==> config.mk <==
export PLATFORM = sky130hd
export DESIGN_NAME = hash_bucket_search
export DESIGN_NICKNAME = d
export VERILOG_FILES = /design/src/rtl/hbs_pkg.sv /design/src/rtl/hbs_cell.sv /design/src/rtl/hbs_first_set.sv /design/src/rtl/hash_bucket_search.sv
export SDC_FILE = /design/constraint.sdc
export NUM_CORES = 1
export LEC_CHECK = 0
export BUFFER_PORTS_ARGS = -buffer_cell sky130_fd_sc_hd__buf_2
export CORE_MARGIN = 3
export CORE_UTILIZATION = 30
export DETAILED_ROUTE_END_ITERATION = 16
export HOLD_SLACK_MARGIN = 0.15
export PLACE_DENSITY = 0.59
export RECOVER_POWER = 25
export SYNTH_ARGS = -nofsm -noshare
export SYNTH_HDL_FRONTEND = slang
export SYNTH_SLANG_ARGS = --single-unit
==> constraint.sdc <==
create_clock -name clk -period 1.7 [get_ports clk]
set_clock_uncertainty 0.05 [all_clocks]
set_input_delay 0.17 -clock clk [delete_from_list [all_inputs] [get_ports clk]]
set_output_delay 0.17 -clock clk [all_outputs]
set_load 0.005 [all_outputs]
==> src/rtl/hbs_pkg.sv <==
package hbs_pkg;

    typedef enum logic [1:0] {
        OP_MEMBER = 2'b00,
        OP_INSERT = 2'b01,
        OP_DELETE = 2'b10,
        OP_RSVD   = 2'b11
    } hbs_op_e;

    typedef enum logic {
        ST_BOOT = 1'b0,
        ST_RUN  = 1'b1
    } hbs_state_e;

endpackage

==> src/rtl/hbs_cell.sv <==
module hbs_cell #(
    parameter int ELEM_W = 8
) (
    input  logic [ELEM_W-1:0] slot_elem,
    input  logic              slot_live,
    input  logic [ELEM_W-1:0] query,
    output logic              eq_hit,
    output logic              lt_hit
);

    // An unoccupied slot neither matches nor counts as smaller than the query.
    always_comb begin
        eq_hit = slot_live && (slot_elem == query);
        lt_hit = slot_live && (slot_elem <  query);
    end

endmodule

==> src/rtl/hbs_first_set.sv <==
module hbs_first_set #(
    parameter int WIDTH = 8,
    parameter int IDX_W = 3
) (
    input  logic [WIDTH-1:0] vec,
    output logic             found,
    output logic [IDX_W-1:0] idx
);

    always_comb begin
        found = 1'b0;
        idx   = '0;
        for (int i = WIDTH - 1; i >= 0; i--) begin
            if (vec[i]) begin
                found = 1'b1;
                idx   = IDX_W'(i);
            end
        end
    end

endmodule

==> src/rtl/hash_bucket_search.sv <==
module hash_bucket_search
    import hbs_pkg::*;
#(
    parameter int SLOTS  = 8,
    parameter int ELEM_W = 8,
    localparam int CNT_W = $clog2(SLOTS + 1),
    localparam int IDX_W = (SLOTS > 1) ? $clog2(SLOTS) : 1
) (
    input  logic                    clk,
    input  logic                    rst_n,
    input  logic                    req_valid,
    output logic                    req_ready,
    input  logic [1:0]              req_op,
    input  logic [ELEM_W-1:0]       req_elem,
    input  logic [SLOTS*ELEM_W-1:0] bkt_elems,
    input  logic [CNT_W-1:0]        bkt_count,
    output logic                    rsp_valid,
    output logic [1:0]              rsp_op,
    output logic                    rsp_hit,
    output logic [CNT_W-1:0]        rsp_index
);

    localparam logic [CNT_W-1:0] SLOTS_C = CNT_W'(SLOTS);

    hbs_state_e state_q, state_d;

    logic [CNT_W-1:0] eff_count;
    logic [SLOTS-1:0] live_vec;
    logic [SLOTS-1:0] eq_vec;
    logic [SLOTS-1:0] lt_vec;
    logic             eq_found;
    logic [IDX_W-1:0] eq_idx;
    logic             ge_found;
    logic [IDX_W-1:0] ge_idx;
    logic             accept;
    logic             hit_d;
    logic [CNT_W-1:0] index_d;

    // Occupancy clamped to the number of slots.
    always_comb begin
        eff_count = (bkt_count > SLOTS_C) ? SLOTS_C : bkt_count;
    end

    generate
        for (genvar g = 0; g < SLOTS; g++) begin : g_slot
            assign live_vec[g] = (CNT_W'(g) < eff_count);
            hbs_cell #(.ELEM_W(ELEM_W)) u_cell (
                .slot_elem (bkt_elems[g*ELEM_W +: ELEM_W]),
                .slot_live (live_vec[g]),
                .query     (req_elem),
                .eq_hit    (eq_vec[g]),
                .lt_hit    (lt_vec[g])
            );
        end
    endgenerate

    hbs_first_set #(.WIDTH(SLOTS), .IDX_W(IDX_W)) u_eq_enc (
        .vec   (eq_vec),
        .found (eq_found),
        .idx   (eq_idx)
    );

    hbs_first_set #(.WIDTH(SLOTS), .IDX_W(IDX_W)) u_ge_enc (
        .vec   (~lt_vec),
        .found (ge_found),
        .idx   (ge_idx)
    );

    // State register.
    always_ff @(posedge clk or negedge rst_n) begin
        if (!rst_n) state_q <= ST_BOOT;
        else        state_q <= state_d;
    end

    // Next state and interface outputs.
    always_comb begin
        state_d   = state_q;
        req_ready = 1'b0;
        unique case (state_q)
            ST_BOOT: begin
                req_ready = 1'b0;
                state_d   = ST_RUN;
            end
            ST_RUN: begin
                req_ready = 1'b1;
                state_d   = ST_RUN;
            end
            default: state_d = ST_BOOT;
        endcase
    end

    assign accept = req_valid && req_ready;

    // Result selection by operation.
    always_comb begin
        hit_d   = 1'b0;
        index_d = '0;
        unique case (hbs_op_e'(req_op))
            OP_MEMBER, OP_DELETE: begin
                hit_d   = eq_found;
                index_d = eq_found ? CNT_W'(eq_idx) : '0;
            end
            OP_INSERT: begin
                hit_d   = (eff_count < SLOTS_C);
                index_d = ge_found ? CNT_W'(ge_idx) : SLOTS_C;
            end
            OP_RSVD: begin
                hit_d   = 1'b0;
                index_d = '0;
            end
            default: begin
                hit_d   = 1'b0;
                index_d = '0;
            end
        endcase
    end

    always_ff @(posedge clk or negedge rst_n) begin
        if (!rst_n) begin
            rsp_valid <= 1'b0;
            rsp_op    <= 2'b00;
            rsp_hit   <= 1'b0;
            rsp_index <= '0;
        end else begin
            rsp_valid <= accept;
            if (accept) begin
                rsp_op    <= req_op;
                rsp_hit   <= hit_d;
                rsp_index <= index_d;
            end
        end
    end

endmodule

==> out/results.ini <==
[run_status]
status = complete, but fails checks
violations = negative setup slack

[yosys]
syn_area_um2 = 1970
yosys_warnings = 0
syn_area_per_cell_um2 = 8.56
synth_area_leader_cell = ha_1
syn_nets = 375
synthTopCellsByArea = ha_1 (41%), dfrtp_1 (11%), a21oi_1 (5.6%), nand4_1 (5.4%), inv_1 (3.6%)
seq_area_frac_synth_pct = 11.4
syn_inst = 230
netlist.area_leader.share_pct = 40.7
synth_cell_types = 37
ys_ff_latch = 9

[min_path]
hp-class = input pin to flop
min_from = req_op[1]

[cts]
cts_buffers = 3
clk_latency_ns = 0.23
path_clk_slew_ns = 0.05
h-tree-depth = 1
cts_tree = yes
ctsRootBufferMaster = clkbuf_8
cts.sinks = 9
clockBufferDepth = 2

[die]
io_pins = 90
die_x_um = 87.0
die-area_um2 = 7570
num_rows = 28
die_h_um = 87.0
fp.coreArea_um2 = 6130
initial_core_util_pct = 32.1

[detailed_routing]
route.detailed.drc = 0
post_drt_wl_per_cell_um = 14.5
routed-via-count = 2242
dr.pass1.iters = 4
drt_wl_total_um = 6470
postRouteAntennaNets = 0
drt_iter0_markers = 75
via_per_inst = 5.02

[sta]
clock.fmax_mhz = 511
worst_slack_ns = -0.256
worst_slew_pin_slew_ns = 0.544
hold_viol = 0
hold_slack_ns = 0.183
setup_violations = 4
fin_crit_sh_pct = 115
slew_viol_final = 0
min_period_ns = 1.96
setup_tns_ns = -0.888
rsz0062_at_grt = true
slew_headroom_pct = 63.7

[place]
port_buffers = 89
dp_hpwl_um = 5550
gp_congestion = 0.871
dp.cells = 436

[flow_run]
maxCapViolations = 0

[worst_setup_path]
crit_chain = buf_6 -> clkinvlp_4 -> buf_6 -> ha_4 -> nor2b_1 -> o211ai_1 -> a21oi_1 -> or3_1 -> a21oi_2 -> o221ai_2 -> a221o_1
worstPathArrival_ns = 2.02
critPathBufInv = 3
cp-start-kind = input pin
regToRegStartpoint = state_q
crit_family = compound AO/OA/AOI/OAI gates
critPathMaxFanout = 3
path_class = input pin to flop
slowest_stage = or3_1
worst_path_most_repeated_cell = buf_6
worst_ep_required_time_ns = 1.76
startpoint = req_elem[1]
end_kind = flop
cp_slowest_stage_delay_ns = 0.36

[power_and_ir_drop]
power_density_nw_per_um2 = 384
post-layout-total-power_w = 0.00121
ir_drop_mv = 0.279
leakage_nw = 1.62

[cells_and_area]
final_common_cell = buf_2
final_cell_mix = buf_2 (87), ha_1 (57), buf_4 (44)
nets = 518
diodes = 0
utilization_pct = 51.5
area_growth_pct = 60.4
finalNonFillerCells = 447
drive_gt1_share_pct = 46.8

[grt]
grt_pass1_vias = 2268
grt_first_pass_wirelength_um = 10600
grt-ovfl-total = 0
track_usage_pct = 17.5
grt_max_degree = 10
antenna_found_initial = 0

worst register-to-register path, cell delays in order (launching register included):
cell and delay [ns]:
dfrtp_1 0.37, nand2_1 0.08, inv_1 0.08, and2_1 0.17, a221o_1 0.33
per-layer routing:
layer | track usage [%] | routed length [µm]
met1 | 24.6 | 3040
met2 | 29.7 | 2990
met3 | 1.89 | 403
met4 | 1.98 | 37
met5 | 0 | 0
cells in the mapped netlist:
library cell  count
ha_1             64
a21oi_1          22
inv_1            19
nand4_1          17
dfrtp_1           9
a21o_1            8
nand2_1           8
nor2_1            8
nor2b_1           8
nor3_1            8
o211ai_1          8
nand3_1           6
a211oi_1          5
or3_1             4
a21boi_0          3
a31oi_1           3
o21a_1            3
o21ai_0           3
a2111oi_0         2
a22oi_1           2
and2_1            2
mux2_2            2
nand2b_1          2
a2111o_1          1
a2111oi_1         1
a2111oi_4         1
a221o_1           1
a221oi_1          1
a311o_1           1
buf_2             1
conb_1            1
nand4b_1          1
nor3_2            1
nor4_1            1
o221ai_1          1
or2_2             1
or4_1             1
power breakdown:
part / internal [W] / switching [W] / total [W]
logic: 0.000384 / 0.000339 / 0.000723
clock network: 0.000164 / 0.0000864 / 0.000250
registers: 0.000233 / 0.00000856 / 0.000241
flip-flops by register name, indices dropped and copies added (netlist names):
name	count
rsp_hit	1
rsp_index	4
rsp_op	2
rsp_valid	1
state_q	1
cell type report:
class / count / area [µm²]
Fill cell: 593 / 2970
Multi-Input combinational cell: 201 / 1870
Timing Repair Buffer: 139 / 847
Sequential cell: 9 / 225
Tap cell: 75 / 93.8
Inverter: 19 / 75.1
Clock buffer: 4 / 45.0
worst paths after layout:
check                               end  slack (ns)  cells past startpoint
min reg2reg                rsp_index[3]        0.44                      2
max reg2reg                rsp_index[0]        0.50                      4
min in group asynchronous     rsp_valid        0.38                      2
max                        rsp_index[0]       -0.26                     11
min                           rsp_op[1]        0.18                      2
max in group asynchronous       state_q        0.85                      2
kinds of logic after synthesis:
family	count (synthesis)	synth area share, %
AOI/OAI and AO/OA	66	23.6
adders and majority gates	64	40.7
buffers and inverters	20	3.88
DFF	9	11.4
muxes	2	1.14
other	1	0.190
and+or+nand+nor	68	19.1
through the flow:
step / cell area (µm²) / worst slack, ns
floorplan: 2050 / -0.339
global placement: 2900 / -0.642
detailed placement: 2900 / -0.681
CTS: 3120 / -0.256
global route: 3160 / -0.403
finish: 3160 / -0.256
what timing repair did:
action                                  CTS  global route
gates resized for setup                  25             7
hold buffers                              1             0
endpoints found under the hold margin     9             0
endpoints found under the setup margin    5             5
buffers inserted                          5             1
pin swaps                                 7             0
(Power assumes the default switching activity.)
